===== src/rtl/ctlbus_tx_pkg.sv =====
package ctlbus_tx_pkg;

  typedef enum logic [3:0] {
    ST_IDLE,
    ST_PRE,
    ST_ASETUP,
    ST_BLOW,
    ST_BDATA,
    ST_BHIGH,
    ST_AHOLD,
    ST_GHOLD,
    ST_GLOW,
    ST_FETCH,
    ST_DSETUP,
    ST_DONE
  } txState_t;

  // strobes from control to datapath
  typedef struct packed {
    logic captureStart;
    logic loadByte;
    logic presentBit;
    logic goIdle;
  } dpStrobe_t;

endpackage


===== src/rtl/ctlbus_tx_dpath.sv =====
module ctlbus_tx_dpath
  import ctlbus_tx_pkg::*;
#(
  parameter int BYTE_W = 8
) (
  input  logic              clk,
  input  logic              rstN,
  input  dpStrobe_t         strb,
  input  logic [BYTE_W-1:0] addrByte,
  input  logic [BYTE_W-1:0] byteData,
  output logic              busData
);

  logic [BYTE_W-1:0] shiftReg;
  logic              dataPin;

  always_ff @(posedge clk) begin
    if (!rstN) begin
      shiftReg <= '0;
      dataPin  <= 1'b1;
    end else begin
      if (strb.captureStart) begin
        shiftReg <= addrByte;
      end else if (strb.loadByte) begin
        shiftReg <= byteData;
      end else if (strb.presentBit) begin
        shiftReg <= {1'b0, shiftReg[BYTE_W-1:1]};
      end
      if (strb.presentBit) begin
        dataPin <= shiftReg[0];
      end else if (strb.goIdle) begin
        dataPin <= 1'b1;
      end
    end
  end

  assign busData = dataPin;

  AST_ONE_STROBE: assert property (@(posedge clk) disable iff (!rstN)
    $countones({strb.captureStart, strb.loadByte, strb.presentBit, strb.goIdle}) <= 1) else $error("strobe overlap");

endmodule


===== src/rtl/ctlbus_tx_ctrl.sv =====
module ctlbus_tx_ctrl
  import ctlbus_tx_pkg::*;
#(
  parameter int CNT_W   = 8,
  parameter int MAX_LEN = 4,
  parameter int BYTE_W  = 8,
  localparam int LEN_W  = $clog2(MAX_LEN + 1),
  localparam int BIT_W  = $clog2(BYTE_W)
) (
  input  logic             clk,
  input  logic             rstN,
  input  logic             startReq,
  input  logic [LEN_W-1:0] dataLen,
  input  logic [CNT_W-1:0] tHold,
  input  logic [CNT_W-1:0] tSetup,
  input  logic [CNT_W-1:0] tHigh,
  input  logic [CNT_W-1:0] tModeHold,
  input  logic [CNT_W-1:0] tModePulse,
  input  logic [CNT_W-1:0] tModeSetup,
  input  logic             byteValid,
  output logic             byteReady,
  output logic             busClk,
  output logic             busMode,
  output logic             busy,
  output logic             done,
  output logic [LEN_W-1:0] doneCount,
  output dpStrobe_t        strb
);

  localparam logic [BIT_W-1:0] LAST_BIT = BIT_W'(BYTE_W - 1);
  localparam logic [LEN_W-1:0] LEN_MAX  = LEN_W'(MAX_LEN);

  txState_t         state, nextState;
  logic [CNT_W-1:0] timer, nextTimer;
  logic [BIT_W-1:0] bitCnt;
  logic [LEN_W-1:0] byteIdx;
  logic [LEN_W-1:0] lenReg;
  logic             inAddr;
  logic             lenOk, timerZero, lastByte;
  logic             clrBit, incBit, incByte, leaveAddr;

  function automatic logic [CNT_W-1:0] span(input logic [CNT_W-1:0] n);
    return (n == '0) ? '0 : n - 1'b1;
  endfunction

  assign lenOk     = (dataLen != '0) && (dataLen <= LEN_MAX);
  assign timerZero = (timer == '0);
  assign lastByte  = (byteIdx == lenReg - 1'b1);

  always_comb begin
    nextState = state;
    nextTimer = timerZero ? timer : timer - 1'b1;
    strb      = '0;
    clrBit    = 1'b0;
    incBit    = 1'b0;
    incByte   = 1'b0;
    leaveAddr = 1'b0;
    unique case (state)
      ST_IDLE: if (startReq && lenOk) begin
        nextState         = ST_PRE;
        nextTimer         = span(tModePulse);
        strb.captureStart = 1'b1;
      end
      ST_PRE: if (timerZero) begin
        nextState = ST_ASETUP;
        nextTimer = span(tModeSetup);
      end
      ST_ASETUP, ST_DSETUP: if (timerZero) begin
        nextState = ST_BLOW;
        nextTimer = span(tHold);
        clrBit    = 1'b1;
      end
      ST_BLOW: if (timerZero) begin
        nextState       = ST_BDATA;
        nextTimer       = span(tSetup);
        strb.presentBit = 1'b1;
      end
      ST_BDATA: if (timerZero) begin
        nextState = ST_BHIGH;
        nextTimer = span(tHigh);
      end
      ST_BHIGH: if (timerZero) begin
        if (bitCnt != LAST_BIT) begin
          nextState = ST_BLOW;
          nextTimer = span(tHold);
          incBit    = 1'b1;
        end else if (inAddr) begin
          nextState = ST_AHOLD;
          nextTimer = span(tModeHold);
        end else if (lastByte) begin
          nextState   = ST_DONE;
          strb.goIdle = 1'b1;
        end else begin
          nextState = ST_GHOLD;
          nextTimer = span(tModeHold);
          incByte   = 1'b1;
        end
      end
      ST_AHOLD: if (timerZero) nextState = ST_FETCH;
      ST_GHOLD: if (timerZero) begin
        nextState = ST_GLOW;
        nextTimer = span(tModePulse);
      end
      ST_GLOW: if (timerZero) nextState = ST_FETCH;
      ST_FETCH: if (byteValid) begin
        nextState     = ST_DSETUP;
        nextTimer     = span(tModeSetup);
        strb.loadByte = 1'b1;
        leaveAddr     = 1'b1;
      end
      ST_DONE: nextState = ST_IDLE;
      default: nextState = ST_IDLE;
    endcase
  end

  always_ff @(posedge clk) begin
    if (!rstN) begin
      state   <= ST_IDLE;
      timer   <= '0;
      bitCnt  <= '0;
      byteIdx <= '0;
      lenReg  <= '0;
      inAddr  <= 1'b0;
    end else begin
      state <= nextState;
      timer <= nextTimer;
      if (clrBit) bitCnt <= '0;
      else if (incBit) bitCnt <= bitCnt + 1'b1;
      if (strb.captureStart) begin
        lenReg  <= dataLen;
        byteIdx <= '0;
        inAddr  <= 1'b1;
      end else begin
        if (incByte) byteIdx <= byteIdx + 1'b1;
        if (leaveAddr) inAddr <= 1'b0;
      end
    end
  end

  always_comb begin
    busClk    = !(state == ST_BLOW || state == ST_BDATA);
    byteReady = (state == ST_FETCH);
    busy      = (state != ST_IDLE);
    done      = (state == ST_DONE);
    unique case (state)
      ST_PRE, ST_GHOLD, ST_DSETUP:    busMode = 1'b1;
      ST_BLOW, ST_BDATA, ST_BHIGH:    busMode = !inAddr;
      default:                        busMode = 1'b0;
    endcase
  end

  assign doneCount = lenReg;

  AST_DONE_SINGLE: assert property (@(posedge clk) disable iff (!rstN)
    done |=> !done) else $error("done wider than one cycle");
  AST_DONE_COUNT: assert property (@(posedge clk) disable iff (!rstN)
    done |-> (doneCount != '0) && (doneCount <= LEN_MAX)) else $error("bad count");
  AST_MODE_ON_RISE: assert property (@(posedge clk) disable iff (!rstN)
    $rose(busClk) |-> $stable(busMode)) else $error("mode moved on rising clock");
  AST_READY_BUSY: assert property (@(posedge clk) disable iff (!rstN)
    byteReady |-> busy && busClk && !busMode) else $error("ready outside fetch");
  AST_BUSY_HOLD: assert property (@(posedge clk) disable iff (!rstN)
    (busy && !done) |=> busy) else $error("busy dropped early");
  AST_IDLE_START: assert property (@(posedge clk) disable iff (!rstN)
    (!busy && startReq && lenOk) |=> busy && busClk && busMode) else $error("start not taken");

endmodule


===== src/rtl/ctlbus_tx_master.sv =====
module ctlbus_tx_master
  import ctlbus_tx_pkg::*;
#(
  parameter int CNT_W   = 8,
  parameter int MAX_LEN = 4,
  localparam int BYTE_W = 8,
  localparam int LEN_W  = $clog2(MAX_LEN + 1)
) (
  input  logic              clk,
  input  logic              rstN,
  input  logic              startReq,
  input  logic [BYTE_W-1:0] addrByte,
  input  logic [LEN_W-1:0]  dataLen,
  input  logic [CNT_W-1:0]  tHold,
  input  logic [CNT_W-1:0]  tSetup,
  input  logic [CNT_W-1:0]  tHigh,
  input  logic [CNT_W-1:0]  tModeHold,
  input  logic [CNT_W-1:0]  tModePulse,
  input  logic [CNT_W-1:0]  tModeSetup,
  input  logic              byteValid,
  input  logic [BYTE_W-1:0] byteData,
  output logic              byteReady,
  output logic              busClk,
  output logic              busData,
  output logic              busMode,
  output logic              busy,
  output logic              done,
  output logic [LEN_W-1:0]  doneCount
);

  dpStrobe_t strb;

  ctlbus_tx_ctrl #(
    .CNT_W  (CNT_W),
    .MAX_LEN(MAX_LEN),
    .BYTE_W (BYTE_W)
  ) u_ctrl (
    .clk       (clk),
    .rstN      (rstN),
    .startReq  (startReq),
    .dataLen   (dataLen),
    .tHold     (tHold),
    .tSetup    (tSetup),
    .tHigh     (tHigh),
    .tModeHold (tModeHold),
    .tModePulse(tModePulse),
    .tModeSetup(tModeSetup),
    .byteValid (byteValid),
    .byteReady (byteReady),
    .busClk    (busClk),
    .busMode   (busMode),
    .busy      (busy),
    .done      (done),
    .doneCount (doneCount),
    .strb      (strb)
  );

  ctlbus_tx_dpath #(
    .BYTE_W(BYTE_W)
  ) u_dpath (
    .clk     (clk),
    .rstN    (rstN),
    .strb    (strb),
    .addrByte(addrByte),
    .byteData(byteData),
    .busData (busData)
  );

endmodule


===== config.mk =====
export PLATFORM = sky130hd
export DESIGN_NAME = ctlbus_tx_master
export DESIGN_NICKNAME = d
export VERILOG_FILES = /design/src/rtl/ctlbus_tx_pkg.sv /design/src/rtl/ctlbus_tx_dpath.sv /design/src/rtl/ctlbus_tx_ctrl.sv /design/src/rtl/ctlbus_tx_master.sv
export SDC_FILE = /design/constraint.sdc
export NUM_CORES = 1
export LEC_CHECK = 0
export ABC_AREA = 1
export BUFFER_PORTS_ARGS = -buffer_cell sky130_fd_sc_hd__buf_2
export CELL_PAD_IN_SITES_DETAIL_PLACEMENT = 1
export CELL_PAD_IN_SITES_GLOBAL_PLACEMENT = 1
export CORE_MARGIN = 3
export CORE_UTILIZATION = 40
export DETAILED_ROUTE_END_ITERATION = 6
export PLACE_DENSITY = 0.85
export RECOVER_POWER = 50
export SETUP_SLACK_MARGIN = 0.1
export SYNTH_ARGS = -nofsm -noshare
export SYNTH_HDL_FRONTEND = slang
export SYNTH_SLANG_ARGS = --single-unit

===== constraint.sdc =====
create_clock -name clk -period 4.9 [get_ports clk]
set_input_delay 0.245 -clock clk [delete_from_list [all_inputs] [get_ports clk]]
set_output_delay 0.245 -clock clk [all_outputs]
set_load 0.01 [all_outputs]

# After elaboration in Yosys (flattened, before gate mapping)
# Cells that the tools add are included.
# totals
elab_cells	127
reg_bits	31
# classes
n_lt_le_gt_ge	1
bitwise_logic	1
reduce_logical	25
eq_ne	22
addsub	10
n_mux	60
# ops
op	count
$mux 8	21
$pmux 8 s8	1
$logic_not 8->1	7
$sub 8x1->8 const B	7
$mux 4	12
$pmux 4 s9	1
$mux 1	24
$eq 4x3->1 const B	4
$eq 4x4->1 const B	4
$ne 2x1->1 const B	8
$reduce_and 9->1	1
$eq 4x2->1 const B	2
$reduce_or 2->1	4
$add 3x1->3 const B	2
$reduce_bool 3->1	2
$reduce_or 3->1	2
$eq 4x1->1 const B	1
$logic_not 4->1	1
$reduce_bool 2->1	2
$reduce_bool 4->1	1
$eq 3x3->1	1
$le 3x3->1 const B	1
$ne 3x3->1 const B	1
$sub 3x1->3 const B	1
other kinds (6)	8

# Longest topological paths before layout
# Gate-level depths: netlist (run 1).
# logic_depth
word_depth	9
mapped_depth	16
mapped_depth_nobuf	16

# Cells and area by module
# Synthesis (run 1) repeated with hierarchy kept, for this count alone.
# hier_totals
hier_cells	769
area_unflattened_um2	4075.2
# by_module_without_submodules
mod	area_each_um2	instances	cells_each	seq_area_each_um2
ctlbus_tx_ctrl	3429.5	1	663	440.4
ctlbus_tx_dpath	645.6	1	106	180.2

# Worst setup path after synthesis (run 1)
# Ideal clock, no wire load.
# synth_timing
kind	flip-flop to flip-flop
start	register u_ctrl.lenReg[0], in the netlist u_ctrl.doneCount[0]
end	register u_ctrl.timer[7]
setup_slack_ns	3.079
setup_ns	0.110
required_ns	4.790
path_buffers	0
path_stages_with_launch	16
arrival_ns	1.711
cell_sequence	dfxtp_1 -> inv_1 -> ha_1 -> inv_1 -> nand2_1 -> nand2_1 -> nor2_1 -> nand3_1 -> nand2_1 -> nor2_1 -> nor2_1 -> nand3_1 -> nand2_1 -> nand3_1 -> nand2_1 -> inv_1
# synth_via
elab_chain_cells	7
# synth_rtl
element	line	rtl
from (decl)	ctlbus_tx_ctrl.sv:37	logic [LEN_W-1:0] lenReg;
from (signal assigned)	ctlbus_tx_ctrl.sv:130	lenReg <= dataLen;
$sub 3x1->3	ctlbus_tx_ctrl.sv:48	assign lastByte = (byteIdx == lenReg - 1'b1);
$eq 3x3->1	ctlbus_tx_ctrl.sv:48	
$mux 8	ctlbus_tx_ctrl.sv:90	end else if (lastByte) begin
$mux 8	ctlbus_tx_ctrl.sv:87	end else if (inAddr) begin
$mux 8	ctlbus_tx_ctrl.sv:83	if (bitCnt != LAST_BIT) begin
$mux 8	ctlbus_tx_ctrl.sv:82	ST_BHIGH: if (timerZero) begin
$pmux 8 s8	ctlbus_tx_ctrl.sv:58	unique case (state)
to (signal assigned)	ctlbus_tx_ctrl.sv:126	timer <= nextTimer;
to (decl)	ctlbus_tx_ctrl.sv:34	logic [CNT_W-1:0] timer, nextTimer;
# Every way passes these cells.
# A chain may end at the register's enable or synchronous reset.

# Final worst setup path (run 1)
# layout_timing
start	register u_ctrl.state[0]
end	register u_dpath.shiftReg[3]
# layout_via
elab_chain_cells	4
elab_cells_between_ends	9
# layout_rtl
element	line	rtl
from (decl)	ctlbus_tx_ctrl.sv:33	txState_t state, nextState;
from (signal assigned)	ctlbus_tx_ctrl.sv:125	state <= nextState;
$eq 4x4->1	ctlbus_tx_ctrl.sv:58	
$mux 1	ctlbus_tx_ctrl.sv:58	
$mux 8	ctlbus_tx_dpath.sv:24	end else if (strb.loadByte) begin
$mux 8	ctlbus_tx_dpath.sv:22	if (strb.captureStart) begin
to (signal assigned)	ctlbus_tx_dpath.sv:23	shiftReg <= addrByte;
to (signal assigned)	ctlbus_tx_dpath.sv:25	shiftReg <= byteData;
to (signal assigned)	ctlbus_tx_dpath.sv:27	shiftReg <= {1'b0, shiftReg[BYTE_W-1:1]};
to (decl)	ctlbus_tx_dpath.sv:14	logic [BYTE_W-1:0] shiftReg;
# Several ways; a longest one is shown, not always the timed one.

==> run_summary.xml, run 1 <==
<?xml version="1.0" encoding="UTF-8"?>
<metrics>
  <group name="sta">
    <metric name="worst_slew_pin_slew" unit="ps">1257</metric>
    <metric name="setup-violations-final" unit="">0</metric>
    <metric name="fmaxAchievable" unit="MHz">300.6</metric>
    <metric name="totalNegativeSetupSlack" unit="ps">0</metric>
    <metric name="postLayoutSetupSlackWorst" unit="ps">1573</metric>
    <metric name="timing.max_slew.rel_slack" unit="%">15.89</metric>
    <metric name="clock_skew" unit="ps">6.733</metric>
    <metric name="final.period_utilization" unit="%">67.89</metric>
    <metric name="rsz0062_at_grt" unit="">false</metric>
    <metric name="final-max-slew-violation-count" unit="">0</metric>
    <metric name="timing_hold_violations_final" unit="">0</metric>
    <metric name="hold_ws" unit="ps">180.7</metric>
    <metric name="timing.final.crit_period" unit="ps">3327</metric>
  </group>
  <group name="routing">
    <metric name="routed_wirelength" unit="um">13160</metric>
    <metric name="first_iter_violations" unit="">262</metric>
    <metric name="drc" unit="">0</metric>
    <metric name="post_drt_via_cell_ratio" unit="">5.395</metric>
    <metric name="vias" unit="">4537</metric>
    <metric name="drt_pass1_iterations" unit="">5</metric>
    <metric name="route.antenna.remaining_nets" unit="">0</metric>
    <metric name="post_drt_wl_per_cell" unit="um">15.65</metric>
  </group>
  <group name="clock_network">
    <metric name="max_buffers_root_to_sink" unit="">2</metric>
    <metric name="worstSkewPairLatency" unit="ps">290</metric>
    <metric name="cts_max_level" unit="">2</metric>
    <metric name="post_cts.repair.setup_buffers" unit="">0</metric>
    <metric name="cts.repair.resized" unit="">0</metric>
    <metric name="cts.root.buffer_cell" unit="">sky130_fd_sc_hd__clkbuf_8</metric>
    <metric name="clkTransAtPathRegs" unit="ps">70</metric>
    <metric name="cts_sinks" unit="">31</metric>
    <metric name="cts_made_buffers" unit="">5</metric>
    <metric name="tritoncts_clock_tree" unit="">built</metric>
    <metric name="cts_hold_buf" unit="">0</metric>
  </group>
  <group name="logic_synthesis">
    <metric name="synth.ff_latch_count" unit="">31</metric>
    <metric name="synth-main-ff-cell" unit="">sky130_fd_sc_hd__dfxtp_1</metric>
    <metric name="synth_area_per_cell" unit="um^2">5.663</metric>
    <metric name="asyncSetResetFlopFracSynth" unit="%">0</metric>
    <metric name="yosys.area.top_type_share" unit="%">16.72</metric>
    <metric name="synth_sequential_area_ratio" unit="%">16.66</metric>
    <metric name="syn_nets" unit="">742</metric>
    <metric name="synth_top_area_cell" unit="">sky130_fd_sc_hd__nand2_1</metric>
    <metric name="yosysMostFrequentCell" unit="">sky130_fd_sc_hd__nand2_1</metric>
    <metric name="yosys-top-cells-count" unit="">166 x sky130_fd_sc_hd__nand2_1, 101 x sky130_fd_sc_hd__nor2_1, 95 x sky130_fd_sc_hd__inv_1</metric>
    <metric name="synth_cells" unit="">658</metric>
    <metric name="synth_top_cells_by_area" unit="">sky130_fd_sc_hd__nand2_1 17%, sky130_fd_sc_hd__dfxtp_1 17%, sky130_fd_sc_hd__nor2_1 10%</metric>
    <metric name="ys.warnings.count" unit="">0</metric>
    <metric name="syn_area" unit="mm^2">0.003726</metric>
    <metric name="number_of_synthesized_flops_with_an_enable_pin" unit="">0</metric>
    <metric name="synth_cell_type_count" unit="">44</metric>
  </group>
  <group name="grt">
    <metric name="grt_overflow_total" unit="">0</metric>
    <metric name="via_count_of_the_first_global_routing_pass" unit="">4642</metric>
    <metric name="grt_pass1_wl" unit="um">21350</metric>
    <metric name="initial_antenna_violation_count" unit="">0</metric>
    <metric name="grt_max_degree" unit="">20</metric>
    <metric name="grt_usage" unit="%">25.18</metric>
  </group>
  <group name="critical_path">
    <metric name="cp.required" unit="ps">5080</metric>
    <metric name="cp-start-kind" unit="">flop</metric>
    <metric name="crit_arrival" unit="ps">3500</metric>
    <metric name="critical-path-max-stage-delay" unit="ps">850</metric>
    <metric name="crit_path_top_delay_cell" unit="">sky130_fd_sc_hd__clkinvlp_2</metric>
    <metric name="crit_path_max_fanout" unit="">17</metric>
    <metric name="timing.critical_path.buf_inv" unit="">3</metric>
    <metric name="path_cells" unit="">nor2_1, nand2_4, inv_1, nand3_1, clkinvlp_2, nor3_4, inv_2, o21ai_0, nor2_1</metric>
    <metric name="setup_crit_path_kind" unit="">flop to flop</metric>
    <metric name="cp_top_family" unit="">simple AND/OR/NAND/NOR gates</metric>
    <metric name="cpMostUsedCell" unit="">sky130_fd_sc_hd__nor2_1</metric>
    <metric name="worst_setup_path_end_kind" unit="">flop</metric>
  </group>
  <group name="floorplanning">
    <metric name="num_rows" unit="">34</metric>
    <metric name="die_w" unit="um">102.5</metric>
    <metric name="fp.dieH" unit="um">102.5</metric>
    <metric name="fp.coreArea" unit="mm^2">0.008891</metric>
    <metric name="die-area" unit="mm^2">0.01051</metric>
    <metric name="io_pins" unit="">80</metric>
    <metric name="initial_core_util" unit="%">41.91</metric>
  </group>
  <group name="power">
    <metric name="p_sw" unit="uW">745.8</metric>
    <metric name="power-per-cell-area" unit="mW/mm^2">345.3</metric>
    <metric name="power.combinational.fraction" unit="%">61.1</metric>
    <metric name="netSwitchingFraction" unit="%">51.44</metric>
    <metric name="vdd_drop_max" unit="uV">231.1</metric>
    <metric name="share_seq_of_total_power" unit="%">24.1</metric>
    <metric name="p_int" unit="uW">704.0</metric>
    <metric name="relative_contribution_of_the_clock_network_to_total_power" unit="%">14.8</metric>
    <metric name="power.static_leakage" unit="uW">0.002089</metric>
  </group>
  <group name="place">
    <metric name="gp_routability_congestion" unit="">1.002</metric>
    <metric name="post_detailed_placement_half_perimeter_wirelength" unit="um">10890</metric>
    <metric name="dpl_worst_slack" unit="ps">2696</metric>
    <metric name="number_of_buffers_added_on_ports" unit="">79</metric>
  </group>
  <group name="hold_path">
    <metric name="min_path_type" unit="">primary input to flop</metric>
  </group>
  <group name="cells_and_area">
    <metric name="layout-drive-gt1-share" unit="%">14.73</metric>
    <metric name="area.growth.synth_to_final" unit="%">12.69</metric>
    <metric name="final_nets" unit="">817</metric>
    <metric name="diodes_inserted" unit="">0</metric>
  </group>
  <group name="outcome">
    <metric name="run_status" unit="">completed</metric>
  </group>
  <group name="job">
    <metric name="cap_violations" unit="">0</metric>
  </group>
</metrics>
## layout by cell type, fill, tap and decap left out, drive strengths merged, types with 5 or more instances in the layout
cell type and instances:
nor2 110, o211ai 6, a31oi 5, nand2 173, dfxtp 31, a211oi 6
o21ai 55, ha 13, clkbuf 11, inv 103, buf 74, nor3 5
a21oi 38, nand4 12, nand3 55, xor2 19
## metal layers
layer / vias to the layer above / part of all wire [%] / wire [um] / global-route usage (%)
li1: 2260 / - / - / -
met1: 2125 / 44 / 5837 / 32.80
met2: 130 / 48 / 6306 / 43.25
met3: 22 / 6.4 / 847 / 5.345
met4: 0 / 1.3 / 165 / 4.541
met5: - / 0 / 0 / 0
## power groups by stage
| stage | logic (uW) | registers (uW) | clock network (uW) |
|---|---|---|---|
| final | 886 | 350 | 214 |
| after global routing | 997 | 358 | 225 |
| after CTS | 900 | 352 | 214 |
| after detailed placement | 894 | 357 | 0 |
| after global placement | 858 | 353 | 0 |
| after floorplan | 689 | 334 | 0 |
## final timing paths
path | start | end | slack, ps | cells past startpoint
hold / removal | addrByte[4] | u_dpath.shiftReg[4] | 180 | 3
setup / recovery | u_ctrl.state[0] | u_dpath.shiftReg[3] | 1570 | 9
hold reg to reg | u_dpath.shiftReg[6] | u_dpath.shiftReg[6] | 470 | 2
setup reg to reg | u_ctrl.state[0] | u_dpath.shiftReg[3] | 1570 | 9
## sequential cells by signal (all words and copies together) (netlist names)
register / cells
u_dpath.shiftReg: 8
u_ctrl.state: 4
u_dpath.busData: 1
u_ctrl.inAddr: 1
u_ctrl.byteIdx: 3
u_ctrl.bitCnt: 3
u_ctrl.doneCount: 3
u_ctrl.timer: 8
## worst min-delay path, delay by kind of cell
family / cells / cell delay (ps)
compound gates: 1 / 50
buf+inv: 1 / 70
simple gates: 1 / 70
## final cells by class
type                    count  area, um^2
well taps                 108       135.1
clock buffers               6       82.58
inverters                 105       400.4
flip-flops and latches     31       620.6
multi-input cells         511        2566
repair buffers             79       389.1
clock inverters             1       5.005
fillers                  1326        4692
## metrics by stage
stage / total power, uW / instance area [um^2] / cells / utilization (%)
after floorplan: 1022 / 3726 / 658 / -
after global placement: 1212 / 4170 / 834 / 46.90
after detailed placement: 1251 / 4170 / 834 / 46.90
after CTS: 1466 / 4258 / 841 / 47.89
after global routing: 1581 / 4199 / 841 / 47.23
final: 1450 / 4199 / 841 / 47.23
## cell families after synthesis
| logic type | count (synthesis) | synth area share, % |
|---|---|---|
| AO/OA/AOI/OAI | 117 | 17.83 |
| XOR/XNOR | 23 | 5.406 |
| AND/OR/NAND/NOR | 358 | 42.65 |
| flip-flops | 31 | 16.66 |
| buffers and inverters | 116 | 13.10 |
| adder cells (fa/ha/maj) | 13 | 4.365 |
Power figures use the tool's default switching activity.
==> run 2, diff against run 1 <==
- ABC_AREA: 1 -> 0
- CORE_UTILIZATION: 40 -> 39
- PLACE_DENSITY: 0.85 -> 0.81
- clock period: 4.9 -> 3.5 ns (I/O delays scaled with it)
==> run_summary.xml, run 2 <==
<?xml version="1.0" encoding="UTF-8"?>
<metrics>
  <group name="floorplanning">
    <metric name="fp.dieH" unit="um">100.5</metric>
    <metric name="fp.coreArea" unit="mm^2">0.008423</metric>
    <metric name="io_pins" unit="">80</metric>
    <metric name="initial_core_util" unit="%">41.34</metric>
    <metric name="num_rows" unit="">33</metric>
    <metric name="die_w" unit="um">100.5</metric>
    <metric name="die-area" unit="mm^2">0.01010</metric>
  </group>
  <group name="critical_path">
    <metric name="crit_arrival" unit="ps">2970</metric>
    <metric name="setup_crit_path_kind" unit="">flop to flop</metric>
    <metric name="crit_path_max_fanout" unit="">12</metric>
    <metric name="rr_startpoint" unit="">u_ctrl.timer[0]</metric>
    <metric name="cp-start-kind" unit="">flop</metric>
    <metric name="cp.required" unit="ps">3650</metric>
    <metric name="reg2reg_to" unit="">u_ctrl.state[1]</metric>
    <metric name="rr_worst_depth" unit="">8</metric>
    <metric name="worst_setup_path_end_kind" unit="">flop</metric>
    <metric name="rrSetupSlack" unit="ps">690</metric>
  </group>
  <group name="grt">
    <metric name="initial_antenna_violation_count" unit="">0</metric>
    <metric name="grt_usage" unit="%">25.95</metric>
    <metric name="via_count_of_the_first_global_routing_pass" unit="">4278</metric>
    <metric name="grt_max_degree" unit="">27</metric>
    <metric name="grt_overflow_total" unit="">0</metric>
    <metric name="grt_pass1_wl" unit="um">21210</metric>
  </group>
  <group name="hold_path">
    <metric name="worst_hold_path.endpoint" unit="">u_dpath.shiftReg[7]</metric>
    <metric name="hold_depth" unit="">3</metric>
    <metric name="worstHoldStart" unit="">addrByte[7]</metric>
    <metric name="min_path_type" unit="">primary input to flop</metric>
  </group>
  <group name="sta">
    <metric name="totalNegativeSetupSlack" unit="ps">0</metric>
    <metric name="postLayoutSetupSlackWorst" unit="ps">685.1</metric>
    <metric name="fmaxAchievable" unit="MHz">355.2</metric>
    <metric name="timing_hold_violations_final" unit="">0</metric>
    <metric name="clock_skew" unit="ps">4.434</metric>
    <metric name="worst_slew_pin_slew" unit="ps">1003</metric>
    <metric name="setup-violations-final" unit="">0</metric>
    <metric name="rsz0062_at_grt" unit="">false</metric>
    <metric name="final.period_utilization" unit="%">80.43</metric>
    <metric name="timing.max_slew.rel_slack" unit="%">32.75</metric>
    <metric name="final-max-slew-violation-count" unit="">0</metric>
    <metric name="timing.final.crit_period" unit="ps">2815</metric>
  </group>
  <group name="routing">
    <metric name="routed_wirelength" unit="um">13170</metric>
    <metric name="first_iter_violations" unit="">337</metric>
    <metric name="drt_pass1_iterations" unit="">5</metric>
    <metric name="post_drt_wl_per_cell" unit="um">19.57</metric>
    <metric name="route.antenna.remaining_nets" unit="">0</metric>
    <metric name="drc" unit="">0</metric>
    <metric name="vias" unit="">4294</metric>
    <metric name="post_drt_via_cell_ratio" unit="">6.380</metric>
  </group>
  <group name="clock_network">
    <metric name="clkTransAtPathRegs" unit="ps">70</metric>
    <metric name="cts_sinks" unit="">31</metric>
    <metric name="worstSkewPairLatency" unit="ps">300</metric>
    <metric name="post_cts.repair.setup_buffers" unit="">0</metric>
    <metric name="cts.repair.resized" unit="">0</metric>
    <metric name="cts.root.buffer_cell" unit="">sky130_fd_sc_hd__clkbuf_8</metric>
    <metric name="tritoncts_clock_tree" unit="">built</metric>
    <metric name="cts_hold_buf" unit="">0</metric>
    <metric name="max_buffers_root_to_sink" unit="">2</metric>
    <metric name="cts_max_level" unit="">2</metric>
    <metric name="cts_made_buffers" unit="">5</metric>
  </group>
  <group name="power">
    <metric name="power-per-cell-area" unit="mW/mm^2">577.5</metric>
    <metric name="netSwitchingFraction" unit="%">49.98</metric>
    <metric name="p_sw" unit="uW">1163</metric>
    <metric name="vdd_drop_max" unit="uV">189.7</metric>
    <metric name="power.combinational.fraction" unit="%">59.1</metric>
    <metric name="share_seq_of_total_power" unit="%">24.3</metric>
    <metric name="p_int" unit="uW">1164</metric>
    <metric name="power.static_leakage" unit="uW">0.001531</metric>
    <metric name="design_power_total" unit="uW">2327</metric>
    <metric name="relative_contribution_of_the_clock_network_to_total_power" unit="%">16.6</metric>
  </group>
  <group name="logic_synthesis">
    <metric name="syn_area" unit="mm^2">0.003482</metric>
    <metric name="synth_top_cells_by_area" unit="">sky130_fd_sc_hd__dfxtp_1 18%, sky130_fd_sc_hd__nand2_1 6.8%, sky130_fd_sc_hd__a21oi_1 5.5%</metric>
    <metric name="yosys-top-cells-count" unit="">63 x sky130_fd_sc_hd__nand2_1, 42 x sky130_fd_sc_hd__nor2_1, 38 x sky130_fd_sc_hd__a21oi_1</metric>
    <metric name="synth-main-ff-cell" unit="">sky130_fd_sc_hd__dfxtp_1</metric>
    <metric name="number_of_synthesized_flops_with_an_enable_pin" unit="">0</metric>
    <metric name="syn_nets" unit="">585</metric>
    <metric name="asyncSetResetFlopFracSynth" unit="%">0</metric>
    <metric name="yosysMostFrequentCell" unit="">sky130_fd_sc_hd__nand2_1</metric>
    <metric name="synth_top_area_cell" unit="">sky130_fd_sc_hd__dfxtp_1</metric>
    <metric name="synth.ff_latch_count" unit="">31</metric>
    <metric name="synth_cell_type_count" unit="">65</metric>
    <metric name="synth_area_per_cell" unit="um^2">6.950</metric>
    <metric name="ys.warnings.count" unit="">0</metric>
    <metric name="synth_sequential_area_ratio" unit="%">17.82</metric>
    <metric name="synth_cells" unit="">501</metric>
    <metric name="yosys.area.top_type_share" unit="%">17.82</metric>
  </group>
  <group name="cells_and_area">
    <metric name="top_regs" unit="">u_ctrl.timer x8, u_dpath.shiftReg x8, u_ctrl.state x4</metric>
    <metric name="layout-drive-gt1-share" unit="%">16.73</metric>
    <metric name="final_nets" unit="">651</metric>
    <metric name="layout.filler_cells" unit="">1149</metric>
    <metric name="mostFrequentLayoutCell" unit="">sky130_fd_sc_hd__buf_2</metric>
    <metric name="most_frequent_cells_in_the_layout" unit="">71 x sky130_fd_sc_hd__buf_2, 63 x sky130_fd_sc_hd__nand2_1, 42 x sky130_fd_sc_hd__nor2_1, 38 x sky130_fd_sc_hd__a21oi_1, 31 x sky130_fd_sc_hd__dfxtp_1</metric>
    <metric name="diodes_inserted" unit="">0</metric>
    <metric name="area.growth.synth_to_final" unit="%">15.74</metric>
  </group>
  <group name="place">
    <metric name="number_of_buffers_added_on_ports" unit="">79</metric>
    <metric name="post_detailed_placement_half_perimeter_wirelength" unit="um">10600</metric>
    <metric name="dpl_worst_slack" unit="ps">807.5</metric>
    <metric name="gp_routability_congestion" unit="">1.024</metric>
  </group>
  <group name="job">
    <metric name="cap_violations" unit="">0</metric>
  </group>
  <group name="outcome">
    <metric name="run_status" unit="">completed</metric>
  </group>
</metrics>
==> run 2: worst max-delay path by stage <==
stage | startpoint | endpoint | slack [ps] | depth (start not counted)
2_1_floorplan | u_ctrl.timer[0] | u_dpath.shiftReg[7] | 1350 | 9
3_3_place_gp | u_ctrl.timer[0] | u_ctrl.state[1] | 1010 | 8
3_5_place_dp | u_ctrl.timer[0] | u_ctrl.state[1] | 810 | 8
4_1_cts | u_ctrl.timer[0] | u_ctrl.state[1] | 770 | 8
5_1_grt | u_ctrl.timer[0] | u_ctrl.state[1] | 470 | 8
6_report | u_ctrl.timer[0] | u_ctrl.state[1] | 690 | 8
==> run 2: routing by layer <==
metal	track usage, %	vias up	routed length, um
met1	32.21	2050	5556
met4	9.016	0	419
met3	4.637	48	875
li1	-	2001	-
met5	0	-	0
met2	45.01	195	6318
==> run 2: stage by stage <==
stage,cell area [um^2],utilization (%),hold WS (ps),instances
3_5_place_dp,3939,46.76,449.2,665
6_report,4030,47.85,150.3,673
4_1_cts,4056,48.16,153.5,673
3_3_place_gp,3939,46.76,437.8,665
2_1_floorplan,3482,-,311.0,501
5_1_grt,4030,47.85,171.1,673
==> run 2: power groups by stage <==
stage	Clock (uW)	Sequential [uW]	Combinational, uW
finish	386	566	1370
global route	398	584	1480
CTS	390	566	1350
detailed placement	0	574	1350
global placement	0	564	1310
floorplan	0	493	1010
==> run 2: critical path, cell delays in order (launching register included) <==
cell and delay [ps]:
sky130_fd_sc_hd__dfxtp_1 350, sky130_fd_sc_hd__inv_1 160, sky130_fd_sc_hd__ha_1 280, sky130_fd_sc_hd__nor4b_2 340
sky130_fd_sc_hd__nand2_1 390, sky130_fd_sc_hd__a311oi_1 760, sky130_fd_sc_hd__o21ai_0 200, sky130_fd_sc_hd__nand2_1 120
sky130_fd_sc_hd__a21oi_1 70
==> run 2: cell type report <==
type                    count  area, um^2  area share, %
clock buffers               6       82.58          2.049
clock inverters             2       35.03         0.8693
inverters                  23       86.33          2.142
multi-input cells         424        2666          66.16
flip-flops and latches     31       620.6          15.40
well taps                 105       131.4          3.260
repair buffers             82       407.9          10.12
==> run 2: cell families after synthesis <==
family	count (synthesis)	share of synthesized area [%]
adders and majority gates	13	4.671
and+or+nand+nor	224	34.85
AOI/OAI and AO/OA	150	27.31
muxes	13	3.737
xor gates and xnor gates	24	6.468
buffers and inverters	46	5.138
DFF	31	17.82
==> run 3, diff against run 2 <==
- CORE_UTILIZATION: 39 -> 35
- PLACE_DENSITY: 0.81 -> 0.76
- clock period: 3.5 -> 2.35 ns (I/O delays scaled with it)
==> run_summary.xml, run 3 (synthesized netlist as in run 2, its figures left out) <==
<?xml version="1.0" encoding="UTF-8"?>
<metrics>
  <group name="critical_path">
    <metric name="critPathLaunch" unit="">u_ctrl.state[1]</metric>
    <metric name="worst_setup_path_end_kind" unit="">flop</metric>
    <metric name="reg2reg_to" unit="">u_ctrl.timer[0]</metric>
    <metric name="rrSetupSlack" unit="ps">130</metric>
    <metric name="cp.required" unit="ps">2500</metric>
    <metric name="rr_worst_depth" unit="">6</metric>
    <metric name="rr_startpoint" unit="">u_ctrl.state[1]</metric>
    <metric name="critPathCapture" unit="">u_ctrl.timer[0]</metric>
    <metric name="crit_arrival" unit="ps">2370</metric>
    <metric name="crit_path_max_fanout" unit="">13</metric>
    <metric name="cp-start-kind" unit="">flop</metric>
    <metric name="setup_crit_path_kind" unit="">flop to flop</metric>
  </group>
  <group name="routing">
    <metric name="post_drt_wl_per_cell" unit="um">18.59</metric>
    <metric name="vias" unit="">4367</metric>
    <metric name="first_iter_violations" unit="">236</metric>
    <metric name="post_drt_via_cell_ratio" unit="">5.823</metric>
    <metric name="drc" unit="">0</metric>
    <metric name="drt_pass1_iterations" unit="">7</metric>
    <metric name="route.antenna.remaining_nets" unit="">0</metric>
    <metric name="routed_wirelength" unit="um">13950</metric>
  </group>
  <group name="power">
    <metric name="p_int" unit="uW">2125</metric>
    <metric name="power.combinational.fraction" unit="%">65.4</metric>
    <metric name="power.static_leakage" unit="uW">0.001820</metric>
    <metric name="netSwitchingFraction" unit="%">47.12</metric>
    <metric name="p_sw" unit="uW">1893</metric>
    <metric name="vdd_drop_max" unit="uV">338.4</metric>
    <metric name="share_seq_of_total_power" unit="%">20.5</metric>
    <metric name="power-per-cell-area" unit="mW/mm^2">885.3</metric>
    <metric name="relative_contribution_of_the_clock_network_to_total_power" unit="%">14.1</metric>
  </group>
  <group name="floorplanning">
    <metric name="die-area" unit="mm^2">0.01118</metric>
    <metric name="die_w" unit="um">105.7</metric>
    <metric name="num_rows" unit="">35</metric>
    <metric name="fp.dieH" unit="um">105.7</metric>
    <metric name="initial_core_util" unit="%">36.81</metric>
    <metric name="io_pins" unit="">80</metric>
    <metric name="fp.coreArea" unit="mm^2">0.009459</metric>
  </group>
  <group name="cells_and_area">
    <metric name="area.growth.synth_to_final" unit="%">30.33</metric>
    <metric name="layout-drive-gt1-share" unit="%">26.89</metric>
    <metric name="diodes_inserted" unit="">0</metric>
    <metric name="final_cells" unit="">750</metric>
    <metric name="final_nets" unit="">704</metric>
    <metric name="mostFrequentLayoutCell" unit="">sky130_fd_sc_hd__buf_2</metric>
    <metric name="most_frequent_cells_in_the_layout" unit="">75 x sky130_fd_sc_hd__buf_2, 62 x sky130_fd_sc_hd__nand2_1, 56 x sky130_fd_sc_hd__buf_4, 42 x sky130_fd_sc_hd__nor2_1, 38 x sky130_fd_sc_hd__a21oi_1</metric>
    <metric name="top_regs" unit="">u_ctrl.timer x8, u_dpath.shiftReg x8, u_ctrl.state x4</metric>
  </group>
  <group name="grt">
    <metric name="grt_use_met3" unit="%">3.613</metric>
    <metric name="grt_usage" unit="%">23.92</metric>
    <metric name="global_route.usage.met2" unit="%">42.71</metric>
    <metric name="grtUsageMet1" unit="%">31.04</metric>
    <metric name="initial_antenna_violation_count" unit="">0</metric>
    <metric name="grt_max_degree" unit="">21</metric>
    <metric name="via_count_of_the_first_global_routing_pass" unit="">4379</metric>
    <metric name="grt.busiest_layer" unit="">met2</metric>
    <metric name="grt_overflow_total" unit="">0</metric>
    <metric name="grt_pass1_wl" unit="um">21990</metric>
  </group>
  <group name="sta">
    <metric name="fmaxAchievable" unit="MHz">451.1</metric>
    <metric name="clock_skew" unit="ps">2.700</metric>
    <metric name="setup-violations-final" unit="">0</metric>
    <metric name="totalNegativeSetupSlack" unit="ps">0</metric>
    <metric name="final-max-slew-violation-count" unit="">0</metric>
    <metric name="timing_hold_violations_final" unit="">0</metric>
    <metric name="timing.max_slew.rel_slack" unit="%">52.16</metric>
    <metric name="timing.final.crit_period" unit="ps">2217</metric>
    <metric name="final.period_utilization" unit="%">94.33</metric>
    <metric name="worst_slew_pin_slew" unit="ps">716.9</metric>
    <metric name="rsz0062_at_grt" unit="">true</metric>
  </group>
  <group name="place">
    <metric name="gp_routability_congestion" unit="">0.9532</metric>
    <metric name="number_of_buffers_added_on_ports" unit="">79</metric>
    <metric name="placed_cells" unit="">739</metric>
    <metric name="post_detailed_placement_half_perimeter_wirelength" unit="um">11250</metric>
  </group>
  <group name="hold_path">
    <metric name="hold_depth" unit="">3</metric>
    <metric name="worstHoldStart" unit="">dataLen[2]</metric>
    <metric name="min_path_type" unit="">primary input to flop</metric>
  </group>
  <group name="clock_network">
    <metric name="clkTransAtPathRegs" unit="ps">70</metric>
    <metric name="cts_hold_buf" unit="">0</metric>
    <metric name="cts.root.buffer_cell" unit="">sky130_fd_sc_hd__clkbuf_8</metric>
    <metric name="tritoncts_clock_tree" unit="">built</metric>
    <metric name="cts_sinks" unit="">31</metric>
    <metric name="cts_made_buffers" unit="">5</metric>
    <metric name="max_buffers_root_to_sink" unit="">2</metric>
    <metric name="cts_max_level" unit="">2</metric>
    <metric name="worstSkewPairLatency" unit="ps">290</metric>
  </group>
  <group name="outcome">
    <metric name="run_status" unit="">completed</metric>
  </group>
  <group name="job">
    <metric name="cap_violations" unit="">0</metric>
  </group>
</metrics>
[run 3: changes by cell type in the layout (fill, tap and decap cells not counted), moves of 2 or more]
| cell | change |
|---|---|
| sky130_fd_sc_hd__dfxtp_1 | -3 |
| sky130_fd_sc_hd__or4b_4 | +2 |
| sky130_fd_sc_hd__clkbuf_1 | -4 |
| sky130_fd_sc_hd__nor4_1 | -2 |
| sky130_fd_sc_hd__dfxtp_2 | +2 |
| sky130_fd_sc_hd__o21ai_0 | -2 |
| sky130_fd_sc_hd__or4b_1 | -2 |
| sky130_fd_sc_hd__inv_1 | -2 |
| sky130_fd_sc_hd__buf_4 | +53 |
| sky130_fd_sc_hd__buf_2 | +4 |
[run 3: worst max-delay path, cell delays in order (launching register included)]
cell	delay, ps
sky130_fd_sc_hd__dfxtp_1	640
sky130_fd_sc_hd__buf_4	210
sky130_fd_sc_hd__nor3b_1	270
sky130_fd_sc_hd__buf_4	260
sky130_fd_sc_hd__o32ai_1	120
sky130_fd_sc_hd__nor4_1	430
sky130_fd_sc_hd__a31oi_1	150
[run 3: stage by stage]
stage	setup slack (ps)	cell area [um^2]	util (%)	total power, uW	hold WS (ps)
2_1_floorplan	201.1	3482	-	2236	253.5
3_3_place_gp	159.7	4344	45.93	3199	375.4
3_5_place_dp	83.47	4344	45.93	3249	391.1
4_1_cts	112.9	4474	47.30	3870	83.98
5_1_grt	24.34	4538	47.98	4270	97.03
6_report	133.2	4538	47.98	4018	87.88
[run 3: power by group through the flow]
stage | combinational, uW | clock, uW | sequential [uW]
6_report | 2630 | 567 | 823
5_1_grt | 2840 | 594 | 835
4_1_cts | 2490 | 574 | 804
3_5_place_dp | 2430 | 0 | 816
3_3_place_gp | 2390 | 0 | 807
2_1_floorplan | 1500 | 0 | 734
[run 3: worst min-delay path by stage]
stage,to,slack (ps)
6_report,u_ctrl.doneCount[2],90
4_1_cts,u_ctrl.doneCount[2],80
2_1_floorplan,u_ctrl.doneCount[1],250
3_5_place_dp,u_dpath.shiftReg[7],390
5_1_grt,u_dpath.shiftReg[7],100
3_3_place_gp,u_dpath.shiftReg[7],380
[run 3: area by class of cell]
class | instances | area (um^2)
clock buffers | 6 | 82.58
clock inverters | 2 | 35.03
fillers | 1250 | 4921
inverters | 23 | 88.84
multi-input cells | 424 | 2733
flip-flops and latches | 31 | 626.9
well taps | 129 | 161.4
repair buffers | 135 | 810.8
[run 3: layer usage]
| metal | vias to the layer above | wire (um) |
|---|---|---|
| met1 | 2110 | 6070 |
| met3 | 12 | 816 |
| li1 | 2115 | - |
| met2 | 130 | 6950 |
| met4 | 0 | 109 |
| met5 | - | 0 |
[run 3: timing repair]
| action | 4_1_cts | 5_1_grt |
|---|---|---|
| setup buffers | 0 | 3 |
| gates cloned | 0 | 0 |
| setup endpoints to repair | 4 | 18 |
| resized for setup | 2 | 17 |
| pin swaps | 1 | 6 |
